==> src/rtl/ctr_route_pkg.sv <==
package ctr_route_pkg;

  localparam int SRC_W     = 5;
  localparam int NUM_TICKS = 5;

  typedef logic [SRC_W-1:0] src_code_t;

  localparam src_code_t SRC_DEDICATED = 5'd0;
  localparam src_code_t SRC_AUX       = 5'd6;
  localparam src_code_t SRC_ALT       = 5'd7;
  localparam src_code_t SRC_FULL_RATE = 5'd11;

  // Layout of a select byte; positions are decoded by the write logic.
  typedef struct packed {
    logic [1:0] src_hi;
    logic       bank;
    logic [1:0] chan;
    logic [2:0] src_lo;
  } sel_byte_t;

endpackage

==> src/rtl/ctr_route_prescale.sv <==
module ctr_route_prescale
  import ctr_route_pkg::*;
#(
  parameter int FIRST_DIV  = 2,
  parameter int DECADE_DIV = 10
) (
  input  logic                 clk,
  input  logic                 rst_n,
  output logic [NUM_TICKS-1:0] tick
);

  localparam int MAX_DIV = (FIRST_DIV > DECADE_DIV) ? FIRST_DIV : DECADE_DIV;
  localparam int CW      = (MAX_DIV > 2) ? $clog2(MAX_DIV) : 1;

  for (genvar s = 0; s < NUM_TICKS; s++) begin : g_stage
    localparam int DIV = (s == 0) ? FIRST_DIV : DECADE_DIV;

    logic [CW-1:0] cnt_q;
    logic [CW-1:0] cnt_d;
    logic          step;
    logic          tick_s;

    if (s == 0) begin : g_head
      assign step = 1'b1;
    end else begin : g_tail
      assign step = tick[s-1];
    end

    always_comb begin
      cnt_d  = cnt_q;
      tick_s = step && (cnt_q == CW'(DIV - 1));
      if (step) begin
        if (cnt_q == CW'(DIV - 1)) cnt_d = '0;
        else                       cnt_d = cnt_q + 1'b1;
      end
    end

    always_ff @(posedge clk or negedge rst_n) begin
      if (!rst_n) cnt_q <= '0;
      else        cnt_q <= cnt_d;
    end

    assign tick[s] = tick_s;

    AST_TICK_SINGLE: assert property (@(posedge clk) disable iff (!rst_n)
      tick[s] |=> !tick[s]);
  end

endmodule

==> src/rtl/ctr_route_selregs.sv <==
module ctr_route_selregs
  import ctr_route_pkg::*;
#(
  parameter int NUM_GROUPS  = 3,
  parameter int CH_PER_BANK = 3,
  parameter int ADDR_W      = 6,
  parameter int CLK_BASE    = 'h18,
  parameter int GATE_BASE   = 'h1B,
  parameter int ENH_ADDR    = 'h20
) (
  input  logic                                           clk,
  input  logic                                           rst_n,
  input  logic                                           wr_en,
  input  logic [ADDR_W-1:0]                              wr_addr,
  input  logic [7:0]                                     wr_data,
  output src_code_t [NUM_GROUPS*2*CH_PER_BANK-1:0]       clk_sel,
  output src_code_t [NUM_GROUPS*2*CH_PER_BANK-1:0]       gate_sel,
  output logic                                           enhance
);

  localparam int CPG = 2 * CH_PER_BANK;
  localparam int NCH = NUM_GROUPS * CPG;

  sel_byte_t             wb;
  src_code_t             wcode;
  logic [NUM_GROUPS-1:0] clk_hit;
  logic [NUM_GROUPS-1:0] gate_hit;
  logic                  enh_hit;
  logic [NCH-1:0]        clk_we;
  logic [NCH-1:0]        gate_we;

  src_code_t [NCH-1:0]   clk_sel_q,  clk_sel_d;
  src_code_t [NCH-1:0]   gate_sel_q, gate_sel_d;
  logic                  enh_q, enh_d;

  assign wb      = sel_byte_t'(wr_data);
  assign wcode   = {wb.src_hi, wb.src_lo};
  assign enh_hit = wr_en && (wr_addr == ADDR_W'(ENH_ADDR));

  for (genvar g = 0; g < NUM_GROUPS; g++) begin : g_grp
    assign clk_hit[g]  = wr_en && (wr_addr == ADDR_W'(CLK_BASE + g));
    assign gate_hit[g] = wr_en && (wr_addr == ADDR_W'(GATE_BASE + g));
  end

  for (genvar i = 0; i < NCH; i++) begin : g_we
    localparam int GI = i / CPG;
    localparam int BI = (i % CPG) / CH_PER_BANK;
    localparam int CI = i % CH_PER_BANK;
    logic slot_match;
    assign slot_match = (wb.bank == 1'(BI)) && (wb.chan == 2'(CI));
    assign clk_we[i]  = clk_hit[GI]  && slot_match;
    assign gate_we[i] = gate_hit[GI] && slot_match;
  end

  always_comb begin
    clk_sel_d  = clk_sel_q;
    gate_sel_d = gate_sel_q;
    enh_d      = enh_q;
    for (int i = 0; i < NCH; i++) begin
      if (clk_we[i])  clk_sel_d[i]  = wcode;
      if (gate_we[i]) gate_sel_d[i] = wcode;
    end
    if (enh_hit) enh_d = wr_data[0];
  end

  always_ff @(posedge clk or negedge rst_n) begin
    if (!rst_n) begin
      clk_sel_q  <= '0;
      gate_sel_q <= '0;
      enh_q      <= 1'b0;
    end else begin
      clk_sel_q  <= clk_sel_d;
      gate_sel_q <= gate_sel_d;
      enh_q      <= enh_d;
    end
  end

  assign clk_sel  = clk_sel_q;
  assign gate_sel = gate_sel_q;
  assign enhance  = enh_q;

  AST_IDLE_HOLD: assert property (@(posedge clk) disable iff (!rst_n)
    !wr_en |=> ($stable(clk_sel_q) && $stable(gate_sel_q) && $stable(enh_q)));

  AST_CHAN3_IGNORED: assert property (@(posedge clk) disable iff (!rst_n)
    (wr_en && wr_data[4:3] == 2'd3) |=> ($stable(clk_sel_q) && $stable(gate_sel_q)));

  AST_ENH_ONLY_OWN_ADDR: assert property (@(posedge clk) disable iff (!rst_n)
    (wr_en && wr_addr != ADDR_W'(ENH_ADDR)) |=> $stable(enh_q));

  AST_FOREIGN_ADDR: assert property (@(posedge clk) disable iff (!rst_n)
    (wr_en && !(|clk_hit) && !(|gate_hit) && !enh_hit)
      |=> ($stable(clk_sel_q) && $stable(gate_sel_q) && $stable(enh_q)));

endmodule

==> src/rtl/ctr_route_srcmux.sv <==
module ctr_route_srcmux
  import ctr_route_pkg::*;
(
  input  logic                 clk,
  input  logic                 rst_n,
  input  logic                 enhance,
  input  src_code_t            clk_code,
  input  src_code_t            gate_code,
  input  logic [NUM_TICKS-1:0] tick,
  input  logic                 ded_clk,
  input  logic                 ded_gate,
  input  logic                 aux,
  output logic                 clk_en,
  output logic                 gate
);

  src_code_t eff_clk;
  src_code_t eff_gate;

  function automatic logic pick_tick(src_code_t c, logic [NUM_TICKS-1:0] t);
    logic r;
    r = 1'b0;
    for (int k = 0; k < NUM_TICKS; k++) begin
      if (c == src_code_t'(k + 1)) r = t[k];
    end
    return r;
  endfunction

  always_comb begin
    eff_clk  = enhance ? clk_code  : {2'b00, clk_code[2:0]};
    eff_gate = enhance ? gate_code : {2'b00, gate_code[2:0]};
  end

  always_comb begin
    case (eff_clk)
      SRC_DEDICATED: clk_en = ded_clk;
      SRC_AUX:       clk_en = aux;
      SRC_FULL_RATE: clk_en = 1'b1;
      default:       clk_en = pick_tick(eff_clk, tick);
    endcase
  end

  always_comb begin
    case (eff_gate)
      SRC_DEDICATED: gate = 1'b1;
      SRC_AUX:       gate = aux;
      SRC_ALT:       gate = ded_gate;
      SRC_FULL_RATE: gate = 1'b1;
      default:       gate = pick_tick(eff_gate, tick);
    endcase
  end

  AST_GATE_DEFAULT_HIGH: assert property (@(posedge clk) disable iff (!rst_n)
    (gate_code == 5'd0) |-> gate);

  AST_BASIC_MASK: assert property (@(posedge clk) disable iff (!rst_n)
    (!enhance && clk_code[2:0] == 3'd0) |-> (clk_en == ded_clk));

  AST_FULL_RATE_HIGH: assert property (@(posedge clk) disable iff (!rst_n)
    (enhance && clk_code == 5'd11) |-> clk_en);

  AST_UNASSIGNED_CLK_LOW: assert property (@(posedge clk) disable iff (!rst_n)
    (enhance && clk_code > 5'd11) |-> !clk_en);

  AST_UNASSIGNED_GATE_LOW: assert property (@(posedge clk) disable iff (!rst_n)
    (enhance && gate_code > 5'd11) |-> !gate);

endmodule

==> src/rtl/cnt_src_router.sv <==
module cnt_src_router
  import ctr_route_pkg::*;
#(
  parameter int NUM_GROUPS  = 3,
  parameter int CH_PER_BANK = 3,
  parameter int ADDR_W      = 6,
  parameter int CLK_BASE    = 'h18,
  parameter int GATE_BASE   = 'h1B,
  parameter int ENH_ADDR    = 'h20,
  parameter int FIRST_DIV   = 2,
  parameter int DECADE_DIV  = 10
) (
  input  logic                                 clk,
  input  logic                                 rst_n,
  input  logic                                 wr_en,
  input  logic [ADDR_W-1:0]                    wr_addr,
  input  logic [7:0]                           wr_data,
  input  logic [NUM_GROUPS*2*CH_PER_BANK-1:0]  chan_clk_in,
  input  logic [NUM_GROUPS*2*CH_PER_BANK-1:0]  chan_gate_in,
  input  logic [NUM_GROUPS-1:0]                grp_aux_in,
  output logic [NUM_GROUPS*2*CH_PER_BANK-1:0]  cnt_clk_en,
  output logic [NUM_GROUPS*2*CH_PER_BANK-1:0]  cnt_gate
);

  localparam int CPG = 2 * CH_PER_BANK;
  localparam int NCH = NUM_GROUPS * CPG;

  logic [1:0]           rst_sync_q;
  logic                 rst_n_i;
  logic [NUM_TICKS-1:0] tick;
  src_code_t [NCH-1:0]  clk_sel;
  src_code_t [NCH-1:0]  gate_sel;
  logic                 enhance;

  always_ff @(posedge clk or negedge rst_n) begin
    if (!rst_n) rst_sync_q <= 2'b00;
    else        rst_sync_q <= {rst_sync_q[0], 1'b1};
  end

  assign rst_n_i = rst_sync_q[1];

  AST_RESET_RELEASE: assert property (@(posedge clk) disable iff (!rst_n)
    $rose(rst_n_i) |-> $past(rst_sync_q[0]));

  ctr_route_prescale #(
    .FIRST_DIV  (FIRST_DIV),
    .DECADE_DIV (DECADE_DIV)
  ) u_prescale (
    .clk   (clk),
    .rst_n (rst_n_i),
    .tick  (tick)
  );

  ctr_route_selregs #(
    .NUM_GROUPS  (NUM_GROUPS),
    .CH_PER_BANK (CH_PER_BANK),
    .ADDR_W      (ADDR_W),
    .CLK_BASE    (CLK_BASE),
    .GATE_BASE   (GATE_BASE),
    .ENH_ADDR    (ENH_ADDR)
  ) u_selregs (
    .clk      (clk),
    .rst_n    (rst_n_i),
    .wr_en    (wr_en),
    .wr_addr  (wr_addr),
    .wr_data  (wr_data),
    .clk_sel  (clk_sel),
    .gate_sel (gate_sel),
    .enhance  (enhance)
  );

  for (genvar ch = 0; ch < NCH; ch++) begin : g_chan
    ctr_route_srcmux u_mux (
      .clk       (clk),
      .rst_n     (rst_n_i),
      .enhance   (enhance),
      .clk_code  (clk_sel[ch]),
      .gate_code (gate_sel[ch]),
      .tick      (tick),
      .ded_clk   (chan_clk_in[ch]),
      .ded_gate  (chan_gate_in[ch]),
      .aux       (grp_aux_in[ch / CPG]),
      .clk_en    (cnt_clk_en[ch]),
      .gate      (cnt_gate[ch])
    );
  end

endmodule

==> config.mk <==
export PLATFORM = sky130hd
export DESIGN_NAME = cnt_src_router
export DESIGN_NICKNAME = d
export VERILOG_FILES = /design/src/rtl/ctr_route_pkg.sv /design/src/rtl/ctr_route_prescale.sv /design/src/rtl/ctr_route_selregs.sv /design/src/rtl/ctr_route_srcmux.sv /design/src/rtl/cnt_src_router.sv
export SDC_FILE = /design/constraint.sdc
export NUM_CORES = 1
export LEC_CHECK = 0
export ABC_CLOCK_PERIOD_IN_PS = 5500
export BUFFER_PORTS_ARGS = -buffer_cell sky130_fd_sc_hd__buf_4
export CAP_MARGIN = 0
export CORE_MARGIN = 1
export CORE_UTILIZATION = 40
export DETAILED_ROUTE_END_ITERATION = 10
export GPL_ROUTABILITY_DRIVEN = 0
export PLACE_DENSITY = 0.59
export SETUP_SLACK_MARGIN = 0.05
export SLEW_MARGIN = 30
export SYNTH_ARGS = -nofsm -noshare
export SYNTH_HDL_FRONTEND = slang
export SYNTH_HIERARCHICAL = 1
export SYNTH_SLANG_ARGS = --single-unit
==> constraint.sdc <==
create_clock -name clk -period 5.5 [get_ports clk]
set_input_delay 0.825 -clock clk [delete_from_list [all_inputs] [get_ports clk]]
set_output_delay 0.825 -clock clk [all_outputs]
set_load 0.05 [all_outputs]
==> results.py, run 1 <==
metrics = {
    "yosys": {
        "synth_cell_types": 54,
        "syn_area_per_cell_um2": 11.9,
        "mappedNetlistArea_um2": 11600,
        "dominantRegCellSynth": "dfrtp_1",
        "synth_fp_nets": 1036,
        "synthesis.instances": 980,
        "synth_warnings": 6,
        "synthArstFlopShare_pct": 100,
        "ys_seq_elements": 203,
        "ys_seq_area_share_pct": 43.7,
        "synth_edf_count": 0,
    },
    "setup_path": {
        "r2r_cells": 6,
        "r2r_start": "u_prescale/g_stage[0].cnt_q[1]",
        "slowest_stage": "nor3_4",
        "startpoint_type": "register",
        "reg2reg_setup_slack_ps": 2710,
        "critPathMostFrequentCell": "buf_4",
        "crit_fanout": 17,
        "r2r-end": "u_prescale/g_stage[3].cnt_q[0]",
        "path_buf_inv": 3,
        "cp-end-kind": "output pin",
        "slowest_delay_ps": 830,
        "worstPathArrival_ps": 3800,
        "cpLargestDelayFamily": "simple AND/OR/NAND/NOR gates",
        "worstSetupPathType": "reg -> out",
        "required_ps": 4680,
        "cp_cell_sequence": "nor4b_4 -> buf_4 -> nand3_2 -> nor3_4 -> buf_4 -> a21oi_1 -> o221ai_1 -> o2111a_1 -> buf_4",
    },
    "sta": {
        "fin_setup_tns_ps": 0,
        "skew_ps": 6.79,
        "max_slew_margin_pct": 35.1,
        "finalCritPeriodShare_pct": 84.0,
        "drv_slew": 0,
        "setup_viol": 0,
        "fmax_mhz": 216,
        "worst_pin_slew_ps": 970,
        "rsz0062_at_grt": "no",
        "timing.final.crit_period_ps": 4620,
        "hold_violations": 0,
    },
    "power_and_ir_drop": {
        "internal_power_w": 0.00258,
        "power.share.clock_pct": 43.1,
        "leakage_nw": 5.81,
        "p_comb_share_pct": 11.2,
        "seqPwrFrac_pct": 45.7,
        "powerDensity_nw_per_um2": 258,
        "swShare_pct": 25.8,
        "peakVddDrop_mv": 0.188,
        "p_switching_w": 0.000899,
    },
    "cts": {
        "ctsHoldBuffers": 0,
        "ctsRootBufferMaster": "clkbuf_16",
        "cts_buffers": 24,
        "clk_latency_ps": 510,
        "post_cts_buffers": 0,
        "cts_tree": "done",
        "clkTransAtPathRegs_ps": 60,
        "clock-sinks": 203,
        "cts.repair.resized": 0,
        "cts_max_path_buffers": 3,
        "htreeDepth": 1,
    },
    "placed_design": {
        "dp_hpwl_um": 18700,
        "port_buffers": 91,
        "post_dp_cell_area_um2": 12700,
    },
    "final_layout": {
        "fill_cells": 2628,
        "drive_gt1_share_pct": 36.3,
        "syn_to_final_growth_pct": 16.4,
        "antennaDiodeCount": 0,
        "num-nets-final": 1133,
        "fin_area_um2": 13500,
    },
    "detailed_routing": {
        "drt_iter0_markers": 443,
        "drt-wirelength-per-cell_um": 20.8,
        "drc": 0,
        "drt-pass1-iter-count": 4,
        "ant_nets": 0,
        "vias_per_cell": 5.79,
        "vias": 8554,
        "wirelength_um": 30700,
    },
    "global_route": {
        "antenna_found_initial": 0,
        "grt_pass1_vias": 8181,
        "grt_start_max_net_pins": 80,
        "grt_pass1_wl_um": 47900,
        "grt_overflow": 0,
        "grt_usage_pct": 21.1,
    },
    "floorplanning": {
        "die_x_um": 172,
        "initial_utilization_pct": 40.6,
        "die_height_um": 172,
        "coreArea_um2": 28600,
        "dieArea_um2": 29700,
        "rows": 62,
        "ios": 92,
    },
    "run": {
        "cap_violations": 0,
    },
    "outcome": {
        "status": "completed",
    },
    "worst_hold_path": {
        "hp-class": "in -> async",
    },
}
==> cell usage after synthesis, drive strengths merged (19+ instances only) <==
cell / number / area share [%]
nand3: 43 / 2.0
a21oi: 54 / 2.3
a21o: 20 / 1.3
dfrtp: 203 / 44
nand4b: 19 / 1.4
nand3b: 41 / 2.6
or3b: 22 / 1.7
mux2i: 55 / 4.7
mux2: 201 / 20
nor2: 40 / 1.3
nor2b: 24 / 1.3
nor3: 23 / 2.0
o21ai: 21 / 0.90
nor3b: 23 / 1.5
==> logic make-up (layout without fill, tap and decap cells) <==
kind of cell | Yosys count | in the layout | synth area share, %
mux | 256 | 256 | 24.6
simple gates | 282 | 282 | 17.2
flops | 203 | 203 | 43.7
buf+inv | 38 | 152 | 1.63
compound gates | 190 | 190 | 12.1
other cells | 1 | 1 | 0.0323
xor+xnor | 10 | 10 | 0.819
==> how the worst max path moves through the flow <==
stage,cells past startpoint,endpoint,start,slack (ps)
after floorplan,7,cnt_gate[0],u_prescale/g_stage[0].cnt_q[1],1880
after global placement,10,cnt_gate[16],u_prescale/g_stage[0].cnt_q[1],1450
after detailed placement,10,cnt_gate[16],u_prescale/g_stage[0].cnt_q[1],1390
after CTS,10,cnt_gate[16],u_prescale/g_stage[0].cnt_q[1],830
after global routing,10,cnt_gate[9],u_prescale/g_stage[0].cnt_q[1],620
final,9,cnt_clk_en[0],u_prescale/g_stage[0].cnt_q[1],880
==> routing by layer <==
layer	share of wire, %	GRT usage (%)
met5	0	0
met1	47	30.3
met2	48	34.2
met4	1.3	3.92
met3	3.9	2.45
==> cell usage in the layout, fill, tap and decap left out, types with 21 or more instances in the layout <==
cell | netlist | layout
o21ai_0 | 21 | 21
dfrtp_1 | 203 | 201
mux2_2 | 190 | 190
a21oi_1 | 54 | 54
mux2i_1 | 55 | 55
nor3b_1 | 23 | 22
nand3_1 | 39 | 39
nand3b_1 | 41 | 41
nor2_1 | 40 | 40
buf_4 | 5 | 101
nor2b_1 | 24 | 24
clkbuf_16 | 0 | 25
==> per-stage QoR <==
stage	util, %	total power [W]	setup WS (ps)	instances	hold slack, ps
floorplan	-	0.00185	1880	980	331
global placement	44.5	0.00200	1450	1434	342
detailed placement	44.5	0.00201	1390	1434	340
CTS	47.1	0.00352	829	1477	68.6
global route	47.2	0.00362	622	1478	68.4
finish	47.2	0.00348	879	1478	86.4
==> registers in the layout, indices dropped and copies added (netlist names) <==
| register | count |
|---|---|
| u_selregs/enhance | 1 |
| u_selregs/gate_sel | 90 |
| rst_sync_q | 2 |
| u_selregs/clk_sel | 90 |
| u_prescale/g_stage.cnt_q | 20 |
==> final cells by class <==
| cell class | instances | area (µm²) | area share [%] |
|---|---|---|---|
| multi-input cells | 739 | 6360 | 47.0 |
| flip-flops and latches | 203 | 5080 | 37.6 |
| repair buffers | 104 | 826 | 6.11 |
| clock buffers | 40 | 732 | 5.42 |
| well taps | 384 | 480 | 3.55 |
| inverters | 5 | 18.8 | 0.139 |
| clock inverters | 3 | 15.0 | 0.111 |
==> worst reg2reg max path, stage by stage (launching register included) <==
cell	delay, ps
dfrtp_1	430
nor4b_4	310
buf_4	300
nand3_2	190
nor3_4	830
buf_4	460
xor2_1	190
==> power by group through the flow <==
stage | Clock (W) | Sequential (W) | Combinational [W]
final | 0.00150 | 0.00159 | 0.000391
after global routing | 0.00161 | 0.00160 | 0.000418
after CTS | 0.00154 | 0.00160 | 0.000386
after detailed placement | 0 | 0.00162 | 0.000385
after global placement | 0 | 0.00162 | 0.000381
after floorplan | 0 | 0.00162 | 0.000228
No activity file was read; power rests on OpenSTA's default activity.
==> inputs of run 2 (changes only) <==
Settings changed: ABC_CLOCK_PERIOD_IN_PS 5500 to 4000.
Clock period 5.5 ns to 4 ns, I/O delays scaled along.
==> results.py, run 2 (synthesis gave the netlist of run 1 again) <==
metrics = {
    "outcome": {
        "status": "completed",
    },
    "sta": {
        "skew_ps": 9.02,
        "rsz0062_at_grt": "no",
        "worst_pin_slew_ps": 870,
        "fin_setup_tns_ps": 0,
        "finalCritPeriodShare_pct": 94.0,
        "max_slew_margin_pct": 41.7,
        "timing.final.crit_period_ps": 3760,
        "hold_violations": 0,
        "setup_viol": 0,
        "fmax_mhz": 266,
        "drv_slew": 0,
    },
    "global_route": {
        "top_usage_layer": "met2",
        "gr-usage-met2_pct": 34.0,
        "grt_start_max_net_pins": 68,
        "grt_overflow": 0,
        "use_met3_pct": 2.20,
        "grt_pass1_vias": 8347,
        "grt_usage_pct": 21.0,
        "antenna_found_initial": 0,
        "use_met1_pct": 29.9,
        "grt_pass1_wl_um": 48000,
    },
    "detailed_routing": {
        "vias_per_cell": 5.68,
        "drc": 0,
        "drt-pass1-iter-count": 5,
        "vias": 8461,
        "drt-wirelength-per-cell_um": 20.7,
        "drt_iter0_markers": 479,
        "wirelength_um": 30800,
        "ant_nets": 0,
    },
    "cts": {
        "clock-sinks": 203,
        "clk_latency_ps": 520,
        "cts_buffers": 24,
        "ctsRootBufferMaster": "clkbuf_16",
        "clkTransAtPathRegs_ps": 60,
        "cts_tree": "done",
        "cts_max_path_buffers": 3,
        "htreeDepth": 1,
    },
    "floorplanning": {
        "dieArea_um2": 29700,
        "die_x_um": 172,
        "ios": 92,
        "die_height_um": 172,
        "rows": 62,
        "initial_utilization_pct": 40.6,
        "coreArea_um2": 28600,
    },
    "placed_design": {
        "dp_hpwl_um": 18700,
        "port_buffers": 91,
    },
    "setup_path": {
        "cp-end-kind": "output pin",
        "cpLargestDelayFamily": "simple AND/OR/NAND/NOR gates",
        "worstPathArrival_ps": 3160,
        "path_buf_inv": 3,
        "slowest_stage": "dfrtp_1",
        "critPathMostFrequentCell": "buf_4",
        "startpoint_type": "register",
        "slowest_delay_ps": 440,
        "crit_fanout": 18,
        "worstSetupPathType": "reg -> out",
        "required_ps": 3400,
        "cp_cell_sequence": "nor4b_4 -> buf_4 -> nand3_2 -> nor3_4 -> buf_8 -> a21oi_1 -> o211a_1 -> a32oi_1 -> buf_4",
    },
    "final_layout": {
        "syn_to_final_growth_pct": 17.9,
        "antennaDiodeCount": 0,
        "layout_common_cells": "dfrtp_1, mux2_2, buf_4",
        "fill_cells": 2643,
        "layout_commonest_cell": "dfrtp_1",
        "drive_gt1_share_pct": 37.4,
        "num-nets-final": 1145,
        "fin_util_pct": 47.9,
    },
    "power_and_ir_drop": {
        "leakage_nw": 5.92,
        "powerDensity_nw_per_um2": 361,
        "peakVddDrop_mv": 0.250,
    },
    "run": {
        "cap_violations": 0,
    },
    "worst_hold_path": {
        "hp-class": "reg -> async",
    },
}
-- run 2: cell count changes in the layout (fill, tap and decap cells not counted), moves of 2 or more --
cell      change
buf_4         +8
buf_6         +2
clkbuf_1      -5
clkbuf_8      +3
-- run 2: cell type report --
class	count	area, µm²	share of cell area (%)
multi-input cells	739	6370	46.5
flip-flops and latches	203	5090	37.1
repair buffers	116	933	6.81
clock buffers	38	754	5.51
well taps	384	480	3.51
clock inverters	5	52.6	0.384
inverters	5	18.8	0.137
-- run 2: path summary, 6_finish.rpt --
path                                                      from                              to  slack, ps  cells after the start
worst max register to register  u_prescale/g_stage[0].cnt_q[1]  u_prescale/g_stage[3].cnt_q[0]       1930                      6
worst min-delay path                             rst_sync_q[1]          u_selregs/gate_sel[69]        240                      0
max in group asynchronous                        rst_sync_q[1]  u_prescale/g_stage[1].cnt_q[3]       2770                      2
worst max-delay path            u_prescale/g_stage[0].cnt_q[1]                    cnt_gate[16]        240                      9
worst min register to register                   rst_sync_q[1]          u_selregs/gate_sel[69]        240                      0
min in group clk                                 rst_sync_q[0]                   rst_sync_q[1]        360                      0
-- run 2: what timing repair did --
action | 4_1_cts | 5_1_grt
hold buffers | 1 | 0
setup buffers | 0 | 4
gates resized for setup | 0 | 6
endpoints found under the setup margin | 0 | 36
hold endpoints to repair | 2 | 0
-- run 2: per-layer routing --
metal  up-vias  routed length, µm
met5         -                  0
met2       164              14500
met1      4279              14700
li1       3975                  -
met3        43               1060
met4         0                574
-- run 2: where the power goes --
group | total [W] | switching [W] | internal [W]
Combinational | 0.000532 | 0.000322 | 0.000211
Clock | 0.00221 | 0.000865 | 0.00135
Sequential | 0.00219 | 0.0000866 | 0.00211
-- run 2: metrics by stage --
stage | hold WS, ps | total power (W) | cells | setup slack, ps | area, µm²
floorplan | 304 | 0.00254 | 980 | 606 | 11600
global route | 269 | 0.00512 | 1490 | 64.7 | 13700
detailed placement | 340 | 0.00276 | 1441 | 618 | 12800
finish | 239 | 0.00494 | 1490 | 241 | 13700
global placement | 337 | 0.00276 | 1441 | 681 | 12800
CTS | 358 | 0.00500 | 1485 | 61.9 | 13600
-- run 2: worst register-to-register path, stage by stage (launching register included) --
cell,delay (ps)
dfrtp_1,440
nor4b_4,340
buf_4,270
nand3_2,190
nor3_4,330
buf_8,250
xor2_1,190
==> inputs of run 3 (changes only) <==
Settings changed: CELL_PAD_IN_SITES_DETAIL_PLACEMENT from default to 0, CELL_PAD_IN_SITES_GLOBAL_PLACEMENT from default to 2, CORE_UTILIZATION 40 to 37, PLACE_DENSITY 0.59 to 0.76, REMOVE_ABC_BUFFERS from default to 1.
==> results.py, run 3 (synthesis gave the netlist of run 1 again) <==
metrics = {
    "floorplanning": {
        "dieArea_um2": 32100,
        "rows": 64,
        "ios": 92,
        "coreArea_um2": 30700,
        "initial_utilization_pct": 37.8,
        "die_height_um": 179,
        "die_x_um": 179,
    },
    "cts": {
        "cts_tree": "done",
        "htreeDepth": 1,
        "cts_buffers": 23,
        "cts_max_path_buffers": 3,
        "clkTransAtPathRegs_ps": 60,
        "clk_latency_ps": 520,
        "clock-sinks": 203,
        "ctsRootBufferMaster": "clkbuf_16",
    },
    "detailed_routing": {
        "vias_per_cell": 5.65,
        "drt-wirelength-per-cell_um": 21.1,
        "ant_nets": 0,
        "drt-pass1-iter-count": 8,
        "vias": 8452,
        "drt_iter0_markers": 394,
        "drc": 10,
        "wirelength_um": 31500,
    },
    "setup_path": {
        "crit_fanout": 15,
        "cp-end-kind": "output pin",
        "required_ps": 3400,
        "startpoint_type": "register",
        "worstPathArrival_ps": 3090,
        "worstSetupPathType": "reg -> out",
    },
    "final_layout": {
        "fin_cells": 1496,
        "layout_common_cells": "dfrtp_1, mux2_2, buf_4",
        "antennaDiodeCount": 0,
        "fin_util_pct": 44.2,
        "drive_gt1_share_pct": 37.3,
        "syn_to_final_growth_pct": 16.9,
        "fin_area_um2": 13600,
        "num-nets-final": 1140,
        "layout_commonest_cell": "dfrtp_1",
    },
    "power_and_ir_drop": {
        "powerDensity_nw_per_um2": 349,
        "seqPwrFrac_pct": 45.9,
        "swShare_pct": 26.8,
        "internal_power_w": 0.00347,
        "leakage_nw": 5.86,
        "total_power_w": 0.00474,
        "p_comb_share_pct": 11.6,
        "power.share.clock_pct": 42.5,
        "p_switching_w": 0.00127,
        "peakVddDrop_mv": 0.245,
    },
    "placed_design": {
        "place_inst": 1451,
        "dp_hpwl_um": 19100,
        "post_dp_cell_area_um2": 12800,
        "port_buffers": 91,
    },
    "sta": {
        "hold_violations": 0,
        "drv_slew": 0,
        "max_slew_margin_pct": 38.7,
        "rsz0062_at_grt": "no",
        "fmax_mhz": 271,
        "finalCritPeriodShare_pct": 92.2,
        "setup_viol": 0,
        "skew_ps": 19.2,
        "fin_setup_tns_ps": 0,
        "timing.final.crit_period_ps": 3690,
        "worst_pin_slew_ps": 918,
    },
    "global_route": {
        "grt_pass1_vias": 8433,
        "grt_pass1_wl_um": 49500,
        "grt_usage_pct": 20.1,
        "antenna_found_initial": 0,
        "grt_start_max_net_pins": 88,
        "grt_overflow": 0,
    },
    "outcome": {
        "status": "finished, violations left",
        "violations": "DRC",
    },
    "worst_hold_path": {
        "hp-class": "reg -> async",
    },
    "run": {
        "cap_violations": 0,
    },
}
## run 3: cell types whose count changed in the layout (fill, tap and decap cells not counted), sizes merged
cell    before  now
buf        115  111
clkbuf      38   28
inv          5    6
clkinv       3   10
## run 3: cell type report
class / instances / area (µm²)
Clock buffer: 28 / 614
Clock inverter: 13 / 96.3
Fill cell: 2955 / 17200
Inverter: 5 / 18.8
Multi-Input combinational cell: 739 / 6370
Sequential cell: 203 / 5080
Tap cell: 396 / 495
Timing Repair Buffer: 112 / 893
## run 3: final timing paths
check	cells past startpoint	slack (ps)	to	start
hold / removal	0	290	u_selregs/clk_sel[1]	rst_sync_q[1]
max in group asynchronous	1	2830	u_selregs/gate_sel[30]	rst_sync_q[1]
min in group clk	0	350	rst_sync_q[1]	rst_sync_q[0]
setup / recovery	9	310	cnt_gate[8]	u_prescale/g_stage[2].cnt_q[2]
hold reg to reg	0	290	u_selregs/clk_sel[1]	rst_sync_q[1]
setup reg to reg	6	2070	u_prescale/g_stage[3].cnt_q[0]	u_prescale/g_stage[0].cnt_q[1]
## run 3: critical path, stage by stage, from the launching register on
cell and delay (ps):
dfrtp_1 420, nand2b_2 270, nor4_4 390, nand2_2 120
nor3b_2 260, buf_4 330, nand4b_1 140, o211a_1 140
a32oi_1 240, buf_4 240
## run 3: power groups by stage
stage	Combinational, W	Sequential (W)	Clock [W]
6_report	0.000549	0.00218	0.00202
5_1_grt	0.000587	0.00219	0.00217
4_1_cts	0.000557	0.00218	0.00208
3_5_place_dp	0.000555	0.00222	0
3_3_place_gp	0.000551	0.00222	0
2_1_floorplan	0.000293	0.00223	0
## run 3: through the flow
stage | setup slack [ps] | hold WS [ps]
after global routing | 150 | 336
after global placement | 744 | 316
after detailed placement | 614 | 311
final | 312 | 289
after CTS | 119 | 316
after floorplan | -2080 | 304
## run 3: layer usage
| layer | track usage, % | vias to the layer above | wire (µm) |
|---|---|---|---|
| li1 | - | 3979 | - |
| met1 | 29.1 | 4305 | 15600 |
| met2 | 32.6 | 133 | 14500 |
| met3 | 2.25 | 35 | 997 |
| met4 | 3.50 | 0 | 437 |
| met5 | 0 | - | 0 |
## run 3: timing repair
action	in CTS	in global routing
gates resized for setup	1	1
buffers inserted	0	3
hold buffers	1	0
cloned	0	0
pin swaps	0	1
setup endpoints to repair	3	11
endpoints found under the hold margin	2	0
